$ cat src/rtl/bcd_flag_alu.sv
module bcd_flag_alu #(
  parameter int W = 16
) (
  input  logic [3:0]   op_i,
  input  logic         byte_i,
  input  logic [W-1:0] src_i,
  input  logic [W-1:0] dst_i,
  input  logic         carry_i,
  output logic [W-1:0] res_o,
  output logic         wb_o,
  output logic         n_o,
  output logic         z_o,
  output logic         c_o,
  output logic         v_o,
  output logic         n_we_o,
  output logic         z_we_o,
  output logic         c_we_o,
  output logic         v_we_o
);
  localparam int HW = W / 2;
  localparam int DIGITS = W / 4;
  localparam int BYTE_DIGITS = HW / 4;

  localparam logic [3:0] OP_MOV  = 4'd0;
  localparam logic [3:0] OP_ADD  = 4'd1;
  localparam logic [3:0] OP_ADDC = 4'd2;
  localparam logic [3:0] OP_SUB  = 4'd3;
  localparam logic [3:0] OP_SUBC = 4'd4;
  localparam logic [3:0] OP_CMP  = 4'd5;
  localparam logic [3:0] OP_DADD = 4'd6;
  localparam logic [3:0] OP_BIT  = 4'd7;
  localparam logic [3:0] OP_BIC  = 4'd8;
  localparam logic [3:0] OP_BIS  = 4'd9;
  localparam logic [3:0] OP_XOR  = 4'd10;
  localparam logic [3:0] OP_AND  = 4'd11;
  localparam logic [3:0] OP_RRC  = 4'd12;
  localparam logic [3:0] OP_RRA  = 4'd13;
  localparam logic [3:0] OP_SWPB = 4'd14;
  localparam logic [3:0] OP_SXT  = 4'd15;

  logic [W-1:0] mask, a, b, bb, r, dres;
  logic [W:0]   sum;
  logic         inv, cin, sa, sb, sr, dc, dc_byte, keep_flags;
  logic [4:0]   dig;

  assign mask = byte_i ? {{HW{1'b0}}, {HW{1'b1}}} : {W{1'b1}};
  assign a    = dst_i & mask;
  assign b    = src_i & mask;
  assign inv  = (op_i == OP_SUB) || (op_i == OP_SUBC) || (op_i == OP_CMP);
  assign bb   = inv ? (~b & mask) : b;
  assign cin  = ((op_i == OP_ADDC) || (op_i == OP_SUBC)) ? carry_i
              : ((op_i == OP_SUB) || (op_i == OP_CMP));
  assign sum  = {1'b0, a} + {1'b0, bb} + {{W{1'b0}}, cin};
  assign sa   = byte_i ? a[HW-1]  : a[W-1];
  assign sb   = byte_i ? bb[HW-1] : bb[W-1];

  always_comb begin
    dc = carry_i;
    dc_byte = 1'b0;
    dres = '0;
    for (int i = 0; i < DIGITS; i++) begin
      dig = {1'b0, a[4*i +: 4]} + {1'b0, b[4*i +: 4]} + {4'd0, dc};
      if (dig > 5'd9) begin
        dig = dig + 5'd6;
        dc = 1'b1;
      end else begin
        dc = 1'b0;
      end
      dres[4*i +: 4] = dig[3:0];
      if (i == BYTE_DIGITS - 1) dc_byte = dc;
    end
  end

  always_comb begin
    r = '0;
    wb_o = 1'b1;
    c_o = 1'b0;
    v_o = 1'b0;
    keep_flags = 1'b0;
    unique case (op_i)
      OP_MOV: begin r = b; keep_flags = 1'b1; end
      OP_BIC: begin r = a & ~b; keep_flags = 1'b1; end
      OP_BIS: begin r = a | b; keep_flags = 1'b1; end
      OP_SWPB: begin r = {dst_i[HW-1:0], dst_i[W-1:HW]}; keep_flags = 1'b1; end
      OP_ADD, OP_ADDC, OP_SUB, OP_SUBC, OP_CMP: begin
        r = sum[W-1:0] & mask;
        c_o = byte_i ? sum[HW] : sum[W];
        v_o = (sa == sb) && ((byte_i ? r[HW-1] : r[W-1]) != sa);
        wb_o = (op_i != OP_CMP);
      end
      OP_DADD: begin
        r = dres & mask;
        c_o = byte_i ? dc_byte : dc;
      end
      OP_AND, OP_BIT, OP_XOR: begin
        r = (op_i == OP_XOR) ? (a ^ b) : (a & b);
        c_o = |r;
        v_o = (op_i == OP_XOR) && sa && (byte_i ? b[HW-1] : b[W-1]);
        wb_o = (op_i != OP_BIT);
      end
      OP_RRC, OP_RRA: begin
        r = a >> 1;
        if (byte_i) r[HW-1] = (op_i == OP_RRC) ? carry_i : a[HW-1];
        else        r[W-1]  = (op_i == OP_RRC) ? carry_i : a[W-1];
        c_o = a[0];
      end
      OP_SXT: begin
        r = {{HW{dst_i[HW-1]}}, dst_i[HW-1:0]};
        c_o = |r;
      end
      default: r = '0;
    endcase
    sr = byte_i ? r[HW-1] : r[W-1];
    if (op_i == OP_SXT) sr = dst_i[HW-1];
    res_o = r;
    n_o = keep_flags ? 1'b0 : sr;
    z_o = keep_flags ? 1'b0 : (r == '0);
    if (keep_flags) begin
      c_o = 1'b0;
      v_o = 1'b0;
    end
    n_we_o = !keep_flags;
    z_we_o = !keep_flags;
    c_we_o = !keep_flags;
    v_we_o = !keep_flags;

    assert_no_write_R5: assert (!((op_i == OP_CMP || op_i == OP_BIT) && wb_o));
    assert_flags_held_R1: assert (!((op_i == OP_MOV || op_i == OP_BIC || op_i == OP_BIS
                                     || op_i == OP_SWPB) && (n_we_o || z_we_o || c_we_o || v_we_o)));
    assert_upper_clear_R3: assert (!(byte_i && op_i != OP_SWPB && op_i != OP_SXT
                                     && res_o[W-1:HW] != '0));
    assert_logic_cz_R7: assert (!((op_i == OP_AND || op_i == OP_BIT || op_i == OP_XOR
                                   || op_i == OP_SXT) && (c_o == z_o)));
    assert_sxt_ext_R10: assert (!(op_i == OP_SXT && res_o[W-1:HW] != {HW{res_o[HW-1]}}));
  end
endmodule

$ cat config.mk
export PLATFORM = sky130hd
export DESIGN_NAME = bcd_flag_alu
export DESIGN_NICKNAME = d
export VERILOG_FILES = /design/src/rtl/bcd_flag_alu.sv
export SDC_FILE = /design/constraint.sdc
export NUM_CORES = 1
export LEC_CHECK = 0
export ABC_AREA = 0
export BUFFER_PORTS_ARGS = -buffer_cell sky130_fd_sc_hd__buf_2
export CORE_UTILIZATION = 50
export DETAILED_ROUTE_END_ITERATION = 12
export PLACE_DENSITY = 0.71
export REMOVE_ABC_BUFFERS = 1
export SLEW_MARGIN = 20
export SYNTH_ARGS = -nofsm -noshare
export SYNTH_HDL_FRONTEND = slang
export SYNTH_SLANG_ARGS = --single-unit
$ cat constraint.sdc
create_clock -name vclk -period 22.4
set_input_delay 1.12 -clock vclk [all_inputs]
set_output_delay 1.12 -clock vclk [all_outputs]
set_load 0.005 [all_outputs]
## Word level (Yosys, flattened, before mapping)

Cells that the tools add are included.

| operators by class | value |
|---|---|
| add/subtract/negate cells | 14 |
| $lt $le $gt $ge | 4 |
| equality and inequality tests | 19 |
| multiplexer cells | 33 |
| bitwise gates (word level) | 10 |
| reduce and logical (&&, ||, !) cells | 16 |

Operators by type and width:

| cell | count |
|---|---|
| one-hot mux 16 bit (9 select lines) | 1 |
| AND 16 bit | 7 |
| 2-to-1 mux 16 bit | 3 |
| equality test 4 bit (second input constant) | 8 |
| 2-to-1 mux 1 bit | 22 |
| adder 4 x 4 -> 5 bit | 4 |
| adder 5 x 1 -> 5 bit | 4 |
| greater-than comparator 5 x 4 -> 1 bit (second input constant) | 4 |
| adder 16 x 16 -> 17 bit | 1 |
| adder 17 x 1 -> 17 bit | 1 |
| adder 4 x 3 -> 4 bit (second input constant) | 4 |
| equality test 4 x 3 -> 1 bit (second input constant) | 4 |
| logical NOT 16 bit | 1 |
| 2-to-1 mux 4 bit | 4 |
| inverter 16 bit | 1 |
| OR 16 bit | 1 |
| OR reduction 16 bit | 1 |
| bitwise XOR 16 bit | 1 |
| equality test 4 x 2 -> 1 bit (second input constant) | 2 |
| inequality test 4 x 3 -> 1 bit (second input constant) | 2 |
| OR reduction 8 bit | 1 |
| one-hot mux 1 bit (5 select lines) | 1 |
| OR reduction 5 bit | 1 |
| equality test 4 x 1 -> 1 bit (second input constant) | 1 |
| 10 further kinds | 16 |

| word-level totals | value |
|---|---|
| register bits | 0 |
| input bits | 38 |
| output and inout port bits | 25 |
| word-level logic and storage cells | 96 |

## Longest topological paths before layout

Gate-level depths: netlist of the first run.

| depth | value |
|---|---|
| depth after elaboration | 20 |
| depth in mapped cells | 32 |

## Worst setup path after synthesis of the first run

OpenSTA, ideal clock, no wires.

| path | value |
|---|---|
| path type | input -> output |
| from | in src_i[0] |
| to | out z_o |
| arrival | 8285 ps |
| required time | 21280 ps |
| slack | 12995 ps |
| cell stages on the path | 32 |
| buffers on the path | 0 |
| path through | fa_1 fa_1 xnor2_1 and2_1 o31ai_2 inv_1 fa_1 inv_1 fa_1 inv_1 nand2_1 a21oi_1 fa_1 inv_1 fa_1 xnor2_1 ha_1 a22o_1 o31ai_4 fa_1 inv_1 fa_1 xor2_1 ha_1 nand2_1 a32o_1 o31ai_4 mux2i_1 nand2_1 o221ai_2 or4_4 nor4_2 |

| between the ends | value |
|---|---|
| longest elaborated chain between the ends | 18 |
| elaborated cells on any way between the ends | 36 |

Ends and longest elaborated chain:

| item | RTL line | source |
|---|---|---|
| from (decl) | 6 | `input logic [W-1:0] src_i,` |
| AND 16 bit * | 48 | `assign b = src_i & mask;` |
| adder 4 x 4 -> 5 bit | 62 | `dig = {1'b0, a[4*i +: 4]} + {1'b0, b[4*i +: 4]} + {4'd0, dc};` |
| adder 5 x 1 -> 5 bit | 62 |  |
| greater-than comparator 5 x 4 -> 1 bit | 63 | `if (dig > 5'd9) begin` |
| 2-to-1 mux 1 bit | 63 |  |
| adder 5 x 1 -> 5 bit | 62 |  |
| greater-than comparator 5 x 4 -> 1 bit | 63 |  |
| 2-to-1 mux 1 bit | 63 |  |
| (+3 left out) | - |  |
| adder 5 x 1 -> 5 bit | 62 |  |
| adder 4 x 3 -> 4 bit or greater-than comparator 5 x 4 -> 1 bit (tied branches) | 64, 63 |  |
| 2-to-1 mux 4 bit | 63 |  |
| AND 16 bit | 92 | `r = dres & mask;` |
| one-hot mux 16 bit (9 select lines) * | 80 | `unique case (op_i)` |
| via res_o[14] | 9 | `output logic [W-1:0] res_o,` |
| logical NOT 16 bit * | 117 | `z_o = keep_flags ? 1'b0 : (r == '0);` |
| 2-to-1 mux 1 bit * | 117 |  |
| to (decl) | 12 | `output logic z_o,` |

The timed path passes the listed nets; every way through them passes the cells marked *.

## Worst setup path after layout of the first run

| path | value |
|---|---|
| from | in dst_i[0] |
| to | out z_o |

| between the ends | value |
|---|---|
| longest elaborated chain between the ends | 18 |
| elaborated cells on any way between the ends | 33 |

Ends and longest elaborated chain:

| item | RTL line | source |
|---|---|---|
| from (decl) | 7 | `input logic [W-1:0] dst_i,` |
| AND 16 bit | 47 | `assign a = dst_i & mask;` |
| adder 4 x 4 -> 5 bit | 62 |  |
| adder 5 x 1 -> 5 bit | 62 |  |
| greater-than comparator 5 x 4 -> 1 bit | 63 |  |
| 2-to-1 mux 1 bit | 63 |  |
| adder 5 x 1 -> 5 bit | 62 |  |
| greater-than comparator 5 x 4 -> 1 bit | 63 |  |
| 2-to-1 mux 1 bit | 63 |  |
| (+2 left out) | - |  |
| 2-to-1 mux 1 bit | 63 |  |
| adder 5 x 1 -> 5 bit | 62 |  |
| adder 4 x 3 -> 4 bit or greater-than comparator 5 x 4 -> 1 bit (tied branches) | 64, 63 |  |
| 2-to-1 mux 4 bit | 63 |  |
| AND 16 bit | 92 |  |
| one-hot mux 16 bit (9 select lines) * | 80 |  |
| logical NOT 16 bit * | 117 |  |
| 2-to-1 mux 1 bit * | 117 |  |

Every way passes the cells marked *; elsewhere a longest branch is shown, timed or not.

==> run metrics, run 1 <==
top cells by area, synth ha_1, xnor2_1, nor2_1; port bufs between 60 and 70; Row Count 33; Core ar. 8382 um^2; fin crit period slightly above 10000 ps; Starting Density 52.46%; cells after synthesis 606; Power Density 32.51 nW/um^2; Tcrit/Tclk final 46.35%; Final Setup Violations 0; vias in the first global route about 4600; DP Wirelength ~13 mm; setup TNS 0 ps; Hold Path Class primary input to primary output; initial DRC count 641; routed len/inst 22.54 um; CLK BUF 0; Worst Path Buf+Inv 7; max-slew violations 0; cell taking the most area after synthesis ha_1; hold slack final 2680 ps; GPL Wtd Cong 1.008; Power Internal 60.20 uW; worst path required time 21280 ps; Tot Pwr 152.5 uW; Crit-path slowest cell or4_4; Worst Tran Pin Value around 860 ps; drt total wl about 17 mm; Worst setup EP type primary output; Die Ht 95.78 um; maximum fanout along the worst path 7; post-route DRC violation count 0; routed vias 4923; post-synthesis sequential area ratio 0%; fin area 4690 um^2; Post-CTS Hold Buffers 0; crit-path most repeated cell fa_1; RSZ-0062 raised after global routing false; max-cap viol count 0; postcts setup bufs 0; share of cells above drive strength 1 between 15 and 20%; leakage 2.135 nW; hold path cells 4; outcome finished clean; Avg Cell Area, Syn 7.255 um^2; CP max stage delay 500 ps; gr usage total 37.47%; combinational share of power 100.0%; largest net degree at the start of global routing 37; Die W roughly 96 um; I/O pins 63; first-pass GRT wire length between 20 and 30 mm; final hold violations 0; startpoint types primary input; Filler cells around 870; CP delay by family, top adder cells; post-synth top area share 19.35%; vias per cell 6.617; Synth cell types 90; critical path depth in cells 34; area grow syn2layout 6.659%; NumNets Final 757; fin util 55.95%; PostCTS Resize Cnt 0; FF+latch area 0 um^2; register share of total power 0%; initial antenna violation count 0; Psw 92.25 uW; Congestion Overflow GR 0; Sw Share 60.51%; Clk pwr share 0%; diodes inserted 0; sequential cells 0; max_slew headroom 42.37%; type of the worst setup path primary input to primary output; Fmax 96.31 MHz; full die area 9173 um^2; Mapped Area 4397 um^2; synth warn 0; placed cell areas 4690 um^2; router iterations before antenna repair 5; CP arrival 9260 ps; post-route antenna net violation count 0; peak supply drop 17.59 uV
cell type report:
| cell class | count | area (um^2) | share of cell area (%) |
|---|---|---|---|
| repair buffers | 67 | 345.3 | 7.364 |
| multi-input cells | 518 | 4010 | 85.51 |
| well taps | 105 | 131.4 | 2.801 |
| inverters | 54 | 202.7 | 4.322 |
cells by family (layout without fill, tap and decap cells):
family	after synthesis	after routing	share of synthesized area, %
AO/OA/AOI/OAI	180	180	31.16
XOR/XNOR	35	35	7.143
adder cells (fa/ha/maj)	78	78	23.90
buffers and inverters	88	121	9.135
multiplexers	22	22	5.065
AND/OR/NAND/NOR	203	203	23.59
stage by stage:
stage	setup WS, ps	std cells
finish	12020	744
global route	11450	744
CTS	12040	744
detailed placement	12050	744
global placement	12430	744
floorplan	12990	572
cell usage after synthesis, types with 6 or more instances:
library cell,count
ha_1,68
nor2_1,61
inv_1,54
nand2_1,52
a21oi_1,42
xnor2_1,30
mux2i_1,20
clkbuf_1,14
o21ai_0,14
nor3_1,13
o22ai_1,13
nand2b_1,11
fa_1,10
nor4_1,10
buf_2,9
a22oi_1,8
nand3_1,8
and2_1,7
a32o_1,6
o211ai_1,6
o21a_1,6
o21ai_1,6
layer usage:
layer	GRT usage (%)	routed length, um
met2	57.38	7070
met3	9.558	1955
met5	0	0
met4	12.44	702
met1	50.90	7040
worst paths after layout:
check | from | endpoint | slack [ps]
setup / recovery | dst_i[0] | z_o | 12020
hold / removal | src_i[2] | res_o[2] | 2680
power by group through the flow:
stage	Combinational, mW	Sequential, mW	Clock (mW)
2_1_floorplan	0.0999	0	0
4_1_cts	0.148	0	0
3_5_place_dp	0.147	0	0
6_report	0.152	0	0
5_1_grt	0.166	0	0
3_3_place_gp	0.145	0	0
cells in the final DEF, fill, tap and decap left out, types with 5 or more instances in the layout:
| cell type | count |
|---|---|
| nand3_1 | 8 |
| o22ai_1 | 13 |
| inv_1 | 54 |
| xnor2_1 | 30 |
| nand2b_1 | 11 |
| o21ai_1 | 6 |
| and2_1 | 7 |
| nor2_1 | 61 |
| fa_1 | 10 |
| buf_2 | 63 |
| ha_1 | 68 |
| a32oi_1 | 5 |
| o21ai_0 | 14 |
| a32o_1 | 6 |
| a21oi_1 | 42 |
| nor4_1 | 10 |
| a22oi_1 | 8 |
| a221oi_1 | 5 |
| nor3_1 | 13 |
| nand2_1 | 52 |
| mux2i_1 | 20 |
| o211ai_1 | 6 |
| o21a_1 | 6 |
No activity file was read; power rests on OpenSTA's default activity.
==> inputs of run 2 (changes only) <==
Clock period 22.4 ns to 10.1 ns, I/O delays scaled along.
==> run metrics, run 2 (synthesis results as in run 1) <==
RSZ-0062 raised after global routing false; Worst Tran Pin Value 904.6 ps (+47.27 ps); share of cells above drive strength 1 15.81% (unchanged); diodes inserted 0 (unchanged); port bufs 63 (unchanged); final hold violations 0 (unchanged); vias per cell 6.741 (+1.9%); Fmax roughly 110 MHz; commonest cells after routing, fill and taps aside ha_1, buf_2, nor2_1; full die area 9173 um^2 (unchanged); Post-CTS Hold Buffers 0 (unchanged); peak supply drop 41.77 uV (+140%); postcts setup bufs 0 (unchanged); multi-input logic area 4010 um^2 (unchanged); Worst Path Buf+Inv 7 (unchanged); fin area 4690 um^2 (unchanged); initial DRC count 689 (+7.5%); routed vias 5015 (+1.9%); NumNets Final 757 (unchanged); initial antenna violation count 0 (unchanged); Row Count 33 (unchanged); placed cell areas 4690 um^2 (unchanged); type of the worst setup path primary input to primary output; Hold Startpoint src_i[2]; PostCTS Resize Cnt 0 (unchanged); Crit-path slowest cell or4_4; CLK BUF 0 (unchanged); Congestion Overflow GR 0 (unchanged); max_slew headroom 39.19% (-3.2 points); fin crit period between 9000 and 10000 ps; largest net degree at the start of global routing 37 (unchanged); post-place setup slack 1039 ps (-11010 ps); Filler cells 819 (-5.8%); first-pass GRT wire length 25.90 mm (+0.75%); hold slack final 1460 ps (-1220 ps); CP delay by family, top adder cells; drt total wl 16.83 mm (+0.34%); CP max stage delay 490 ps (about the same); post-route antenna net violation count 0 (unchanged); max-slew violations 0 (unchanged); Die W 95.78 um (unchanged); DP Wirelength 13.38 mm (about the same); setup ws final 978.5 ps (-11040 ps); Die Ht 95.78 um (unchanged); setup TNS 0 ps (unchanged); outcome finished clean; crit path launch dst_i[0]; sequential cells 0 (unchanged); vias in the first global route 4635 (+0.98%); startpoint types primary input; CP arrival 8620 ps (-640 ps); Tcrit/Tclk final 90.31%; routed len/inst 22.62 um (+0.34%); Starting Density 52.46% (unchanged); max-cap viol count 0 (unchanged); I/O pins 63 (unchanged); Final Setup Violations 0 (unchanged); leakage 2.135 nW (unchanged); post-route DRC violation count 0 (unchanged); Core ar. 8382 um^2 (unchanged); Hold Path Class primary input to primary output; router iterations before antenna repair 5 (unchanged); Worst setup EP type primary output; FF+latch area 0 um^2 (unchanged); crit-path most repeated cell fa_1; GPL Wtd Cong 1.020 (+1.2%); maximum fanout along the worst path 7 (unchanged); Power Density 71.73 nW/um^2 (+120%); gr usage total 37.74% (+0.27 points); worst path required time 9600 ps (-11680 ps); commonest non-fill, non-tap cell in the layout ha_1; area grow syn2layout 6.659% (unchanged)
-- run 2: final timing paths --
kind / to / slack, ps / depth (start not counted)
setup / recovery: z_o / 980 / 34
hold / removal: res_o[2] / 1460 / 4
-- run 2: where the power goes --
part,switching (mW),internal [mW]
Clock,0,0
Combinational,0.203,0.133
Sequential,0,0
Total,0.203,0.133
-- run 2: metal layers --
metal	GRT usage (%)	wire (um)	up-vias
li1	-	-	2281
met1	53.04	7212	2380
met2	58.10	7124	310
met3	6.477	1862	44
met4	12.19	626	0
met5	0	0	-
-- run 2: worst min-delay path, stage by stage --
cell,delay [ps]
buf_2,110
nor2_1,100
o22ai_1,110
buf_2,140
-- run 2: final cells by class --
class                      count  area share, %
multi-input combinational    518          85.51
tap                          105          2.801
inverter                      54          4.322
timing repair buffer          67          7.364
-- run 2: through the flow --
| stage | instances | utilization, % | power, mW |
|---|---|---|---|
| 2_1_floorplan | 572 | - | 0.2216 |
| 3_3_place_gp | 744 | 55.95 | 0.3212 |
| 3_5_place_dp | 744 | 55.95 | 0.3261 |
| 4_1_cts | 744 | 55.95 | 0.3284 |
| 5_1_grt | 744 | 55.95 | 0.3654 |
| 6_report | 744 | 55.95 | 0.3364 |
